==> src/rtl/brarb_pkg.sv <==
package brarb_pkg;
  typedef enum logic [1:0] {
    HS_OWN    = 2'd0,
    HS_FLOAT  = 2'd1,
    HS_GRANT  = 2'd2,
    HS_RETURN = 2'd3
  } hs_state_e;
endpackage

==> src/rtl/brarb_rst_sync.sv <==
module brarb_rst_sync #(
  parameter int STAGES = 2
) (
  input  logic clk,
  input  logic rst_n,
  output logic rst_n_s
);
  logic [STAGES-1:0] sync_q;

  always_ff @(posedge clk or negedge rst_n) begin
    if (!rst_n) sync_q <= '0;
    else        sync_q <= {sync_q[STAGES-2:0], 1'b1};
  end

  assign rst_n_s = sync_q[STAGES-1];
endmodule

==> src/rtl/brarb_lock_track.sv <==
module brarb_lock_track (
  input  logic clk,
  input  logic rst_n,
  input  logic rd_done,
  input  logic wr_done,
  input  logic cpu_done,
  input  logic src_in,
  input  logic dst_in,
  input  logic nolock,
  output logic pair_hold,
  output logic held_lock
);
  logic pair_q, pair_d, pair_en;
  logic held_q, held_d, held_en;
  logic locked;

  assign locked = !nolock;

  always_comb begin
    pair_en = 1'b0;
    pair_d  = pair_q;
    if (rd_done && locked && src_in) begin
      pair_en = 1'b1;
      pair_d  = 1'b1;
    end else if (wr_done) begin
      pair_en = 1'b1;
      pair_d  = 1'b0;
    end
  end

  always_comb begin
    held_en = 1'b0;
    held_d  = held_q;
    if (wr_done && locked && src_in && !dst_in) begin
      held_en = 1'b1;
      held_d  = 1'b1;
    end else if (cpu_done) begin
      held_en = 1'b1;
      held_d  = 1'b0;
    end
  end

  always_ff @(posedge clk or negedge rst_n) begin
    if (!rst_n)       pair_q <= 1'b0;
    else if (pair_en) pair_q <= pair_d;
  end

  always_ff @(posedge clk or negedge rst_n) begin
    if (!rst_n)       held_q <= 1'b0;
    else if (held_en) held_q <= held_d;
  end

  assign pair_hold = pair_q;
  assign held_lock = held_q;


  pair_span_chk: assert property (@(posedge clk) disable iff (!rst_n)
    (pair_q && !wr_done) |=> pair_q);


  held_persist_chk: assert property (@(posedge clk) disable iff (!rst_n)
    (held_q && !cpu_done) |=> held_q);
endmodule

==> src/rtl/brarb_handover.sv <==
module brarb_handover
  import brarb_pkg::*;
(
  input  logic clk,
  input  logic rst_n,
  input  logic grant_ok,
  input  logic ext_req,
  output logic bus_drive,
  output logic ext_ack
);
  hs_state_e state_q, state_d;

  always_comb begin
    state_d = state_q;
    unique case (state_q)
      HS_OWN:    if (grant_ok) state_d = HS_FLOAT;
      HS_FLOAT:  state_d = ext_req ? HS_GRANT : HS_RETURN;
      HS_GRANT:  if (!ext_req) state_d = HS_RETURN;
      HS_RETURN: state_d = HS_OWN;
      default:   state_d = HS_OWN;
    endcase
  end

  always_ff @(posedge clk or negedge rst_n) begin
    if (!rst_n) state_q <= HS_OWN;
    else        state_q <= state_d;
  end

  assign bus_drive = (state_q == HS_OWN);
  assign ext_ack   = (state_q == HS_GRANT);


  float_first_chk: assert property (@(posedge clk) disable iff (!rst_n)
    $rose(ext_ack) |-> !$past(bus_drive));


  drop_floating_chk: assert property (@(posedge clk) disable iff (!rst_n)
    $fell(ext_ack) |-> !bus_drive);


  redrive_next_chk: assert property (@(posedge clk) disable iff (!rst_n)
    $fell(ext_ack) |=> bus_drive);
endmodule

==> src/rtl/bus_release_arb.sv <==
module bus_release_arb #(
  parameter int N_MST       = 2,
  parameter int SYNC_STAGES = 2
) (
  input  logic             clk,
  input  logic             rst_n,
  input  logic             ext_req,
  output logic             ext_ack,
  output logic             bus_drive,
  input  logic             acc_busy,
  input  logic [N_MST-1:0] loc_req,
  output logic [N_MST-1:0] loc_wait,
  input  logic             cpu_done,
  input  logic             dma_rd_done,
  input  logic             dma_wr_done,
  input  logic             dma_src_in,
  input  logic             dma_dst_in,
  input  logic             dma_nolock
);
  logic rst_n_s;
  logic pair_hold, held_lock;
  logic grant_ok;

  brarb_rst_sync #(.STAGES(SYNC_STAGES)) u_rst (
    .clk     (clk),
    .rst_n   (rst_n),
    .rst_n_s (rst_n_s)
  );

  brarb_lock_track u_lock (
    .clk       (clk),
    .rst_n     (rst_n_s),
    .rd_done   (dma_rd_done),
    .wr_done   (dma_wr_done),
    .cpu_done  (cpu_done),
    .src_in    (dma_src_in),
    .dst_in    (dma_dst_in),
    .nolock    (dma_nolock),
    .pair_hold (pair_hold),
    .held_lock (held_lock)
  );

  assign grant_ok = ext_req && !acc_busy && !pair_hold && !held_lock;

  brarb_handover u_hs (
    .clk       (clk),
    .rst_n     (rst_n_s),
    .grant_ok  (grant_ok),
    .ext_req   (ext_req),
    .bus_drive (bus_drive),
    .ext_ack   (ext_ack)
  );

  for (genvar i = 0; i < N_MST; i++) begin : g_stall
    assign loc_wait[i] = loc_req[i] && !bus_drive;
  end


  restrain_keeps_bus_chk: assert property (@(posedge clk) disable iff (!rst_n_s)
    (bus_drive && (acc_busy || pair_hold || held_lock)) |=> bus_drive);
endmodule

==> config.mk <==
export PLATFORM = sky130hd
export DESIGN_NAME = bus_release_arb
export DESIGN_NICKNAME = d
export VERILOG_FILES = /design/src/rtl/brarb_pkg.sv /design/src/rtl/brarb_rst_sync.sv /design/src/rtl/brarb_lock_track.sv /design/src/rtl/brarb_handover.sv /design/src/rtl/bus_release_arb.sv
export SDC_FILE = /design/constraint.sdc
export NUM_CORES = 1
export LEC_CHECK = 0
export BUFFER_PORTS_ARGS = -buffer_cell sky130_fd_sc_hd__buf_2
export CORE_AREA = 2 2 39 41
export DETAILED_ROUTE_END_ITERATION = 6
export DIE_AREA = 0 0 41 43
export GPL_TIMING_DRIVEN = 0
export MAX_ROUTING_LAYER = met4
export SYNTH_ARGS = -nofsm -noshare
export SYNTH_HDL_FRONTEND = slang
export SYNTH_SLANG_ARGS = --single-unit
==> constraint.sdc <==
create_clock -name clk -period 0.86 [get_ports clk]
set_clock_uncertainty 0.05 [all_clocks]
set_input_delay 0.086 -clock clk [delete_from_list [all_inputs] [get_ports clk]]
set_output_delay 0.086 -clock clk [all_outputs]
set_load 0.01 [all_outputs]
# == Word level (Yosys, flattened, before mapping) ==
# Index checks and enable logic that the tools add are counted.
# op_classes
n_eq_ne,5
n_mux,12
n_reduce_logical,22
# ops
cell,n
1-bit logical AND,10
1-bit 2-to-1 mux,9
2-bit one-hot mux with 4 select lines,1
1-bit zero test,6
2-bit AND reduction,3
"2-bit == test, second input constant",2
2-bit 2-to-1 mux,2
2-bit nonzero test,2
"2-bit by 1-bit == test with 1-bit output, second input constant",1
2-bit zero test,1
"2-bit by 1-bit != test with 1-bit output, second input constant",1
"2-bit != test, second input constant",1
# totals
register_bits,6
input_bits,12
out_inout_bits,4
wordCells,43

# == Logic depth before layout (Yosys ltp) ==
# logic_depth
depth_word,6
ltp_mapped,5
mapped_depth_nobuf,5

# == Modules after synthesis ==
# A second synthesis with hierarchy kept.
# hier_totals
cells_unflattened,29
hier_area_um2,317.8
# by_module_without_submodules
module,n_inst,cells_per_inst,area_each_um2,seq_area_each_um2
brarb_handover,1,15,150.1,50.0
brarb_lock_track,1,8,86.3,50.0
brarb_rst_sync,1,3,53.8,50.0
bus_release_arb,1,3,27.5,0.0

# == Worst setup path before layout ==
# OpenSTA, ideal clock, no wires.
# synth_path
kind,reg-to-reg
startpoint,"register u_lock.pair_q, in the netlist u_lock.pair_hold"
endpoint,register u_hs.state_q[1]
setup_ns,0.128
t_arrival_ns,1.338
required_time_ns,0.682
setup_slack_ns,-0.655
path_stages_with_launch,4
path_buffers,0
cell_sequence,dfrtp_1 > or4b_4 > a21boi_2 > mux2_1
# synth_between
elab_chain_cells,5
# synth_lines
item,line_no,source
from (decl),brarb_lock_track.sv:13,"logic pair_q, pair_d, pair_en;"
from (signal assigned),brarb_lock_track.sv:45,else if (pair_en) pair_q <= pair_d;
1-bit zero test,bus_release_arb.sv:43,assign grant_ok = ext_req && !acc_busy && !pair_hold && !held_lock;
1-bit logical AND (2 in series),bus_release_arb.sv:43,
2-bit by 1-bit != test with 1-bit output (no line),-,
2-bit AND reduction (no line),-,
to (signal assigned),brarb_handover.sv:26,else state_q <= state_d;
to (decl),brarb_handover.sv:11,"hs_state_e state_q, state_d;"
# No other way between the ends.
# A chain may end at the register's enable or synchronous reset.

# == Worst setup path in the final report ==
# Same ends and word-level chain as after synthesis.

==> flow_summary_export.csv <==
group,metric,value,unit
pwr,power,0.00158,W
detailed_routing,avgViaCountPerCell,4.22,
final_layout,layout_commonest_cell,"buf_2",
clock_tree,numCtsBuffers,3,
clock_tree,clock-sinks,6,
timing,period_share,183,%
critical_path,critPathLaunchType,"flop",
detailed_routing,post-route-drc-count,0,
min_path,hold_class,"flop to async pin",
synth,ys_seq_area_share,48.6,%
detailed_routing,routed_wl,642,um
global_route,gr-total-overflow,0,
floorplanning,core,1380,sq um
timing,worst_slack,-0.710,ns
clock_tree,clk_pin_slew,0.04,ns
critical_path,cp.arrival,1.64,ns
global_route,grt_pass1_wl,1.01,mm
final_layout,final_nets,66,
placement,placed_area,424,sq um
global_route,grtUsageTotal,9.03,%
critical_path,critPathMaxStageDelay,0.54,ns
pwr,vdd_drop_max,1330,uV
detailed_routing,drt-wirelength-per-cell,9.88,um
pwr,leakage,0.260,nW
critical_path,worstSetupPathType,"flop to flop",
synth,synth_cells,27,
floorplanning,die_height,43,um
global_route,grt_pass1_vias,293,
floorplanning,pin_count,16,
placement,portBuffers,15,
run_status,violations,"hold timing, setup timing",
run,cap_violations,0,
run_status,status,"finished, violations left",
critical_path,path_max_fanout,2,
clock_tree,insertion_delay,0.24,ns
critical_path,end_kind,"flop",
clock_tree,root_buffer,"clkbuf_4",
timing,clock.fmax,0.637,GHz
timing,fin_crit,1.57,ns
clock_tree,clockBufferDepth,2,
synth,synthArstFlopShare,100,%
final_layout,syn_to_final_growth,71.7,%
synth,syn_avg_cell_area,11.4,sq um
synth,syn_nets,42,
timing,finalMaxSlewViolations,0,
detailed_routing,drtPass1Iterations,1,
timing,setup_viol,6,
synth,syn_area,309,sq um
clock_tree,cts_tree,"built",
timing,hold_viol_final,3,
detailed_routing,dr_total_vias,274,
final_layout,final_cell_mix,"buf_2 (12), dfrtp_1 (6), buf_6 (4)",
detailed_routing,drtIter0Drc,0,
timing,whs,-0.000545,ns
final_layout,n_antenna_cell,0,
clock_tree,cts_max_level,1,
synth,synth_ff_type,"dfrtp_1",
synth,synth_edf_count,0,
critical_path,slowest_stage,"or4b_4",
global_route,antenna_found_initial,0,
critical_path,required,0.93,ns
global_route,grt_max_degree,6,
final_layout,drive_above_1_share,59.2,%
placement,place_hpwl,476,um
synth,yosys_warnings,0,
synth,synthDistinctLibCells,14,
critical_path,path_cells,"or4b_4, a21boi_4, mux2_4",
critical_path,reg2reg_setup_slack,-0.71,ns
timing,rsz0062_at_grt,"yes",
final_layout,final_cell_area,531,sq um
detailed_routing,ant_nets,0,
floorplanning,design.die.area,1760,sq um
synth,ys_seq_elements,6,
floorplanning,initial_core_util,22.3,%
floorplanning,fp.dieW,41,um
pwr,powerDensity,2970,nW/um^2
floorplanning,rows,14,
placement,place_congestion,0.564,
## cell usage after synthesis (2+ instances only)
library cell,count,area (sq um)
inv_1,4,15.0
dfrtp_1,6,150
nand2_1,2,7.51
ha_1,3,37.5
o21ai_0,2,10.0
nor2b_1,2,12.5
## worst paths after layout
path | cells after the start | to | start
worst max-delay path | 3 | u_hs.state_q[1]$_DFFE_PN0P_ | u_lock.pair_hold$_DFFE_PN0P_
worst max register to register | 3 | u_hs.state_q[1]$_DFFE_PN0P_ | u_lock.pair_hold$_DFFE_PN0P_
max in group asynchronous | 2 | u_rst.sync_q[0]$_DFF_PN0_ | rst_n
worst min-delay path | 0 | u_hs.state_q[0]$_DFFE_PN0P_ | u_rst.sync_q[1]$_DFF_PN0_
worst min register to register | 0 | u_hs.state_q[0]$_DFFE_PN0P_ | u_rst.sync_q[1]$_DFF_PN0_
min in group clk | 2 | u_lock.pair_hold$_DFFE_PN0P_ | dma_wr_done
## per-stage QoR
stage	instances	setup slack, ns	hold slack [ns]	util [%]	TNS (ns)
5_1_grt	65	-0.739	0.0272	38.3	-2.92
3_5_place_dp	58	-0.700	-0.175	30.7	-1.68
6_report	65	-0.710	-0.000545	38.3	-2.65
2_1_floorplan	27	-0.639	-0.260	-	-1.19
4_1_cts	65	-0.705	0.00600	37.1	-2.56
3_3_place_gp	58	-0.686	-0.177	30.7	-1.61
## area by class of cell
cell class / instances / area (sq um)
tap: 16 / 20.0
sequential: 6 / 150
inverter: 4 / 15.0
clock buffer: 3 / 22.5
fill: 140 / 853
multi-input combinational: 17 / 190
timing repair buffer: 19 / 133
## logic make-up after synthesis
group	synth area share, %
DFF	48.6
other	1.21
buffers and inverters	4.86
muxes	3.64
AOI/OAI and AO/OA	12.6
adders and majority gates	12.1
and+or+nand+nor	17.0
## sequential cells by signal (all words and copies together) (netlist names)
register	count
u_lock.held_lock	1
u_rst.sync_q	2
u_lock.pair_hold	1
u_hs.state_q	2
## critical path, delay by kind of cell, from the launching register on
kind            cells  cell delay (ns)
simple gates        1             0.54
flops               1             0.37
mux                 1             0.31
compound gates      1             0.18
## timing repair
action / in CTS / in global routing
cloned: 0 / 0
endpoints found under the hold margin: 3 / 0
resized for setup: 6 / 5
pin swaps: 1 / 2
hold buffers: 2 / 0
setup buffers: 2 / 0
setup endpoints to repair: 6 / 7
## where the power goes
part / leakage (nW) / internal, W / switching [W]
Sequential: 0.0733 / 0.000349 / 0.0000624
Clock: 0.0138 / 0.000157 / 0.0000896
Combinational: 0.173 / 0.000551 / 0.000367
## layer usage
metal | vias up | part of all wire (%) | GRT usage, %
met5 | - | 0 | -
met4 | 0 | 0 | 4.00
met3 | 0 | 9.0 | 6.28
met2 | 12 | 56 | 15.6
met1 | 127 | 35 | 6.29
li1 | 135 | - | -
(Power assumes the default switching activity.)
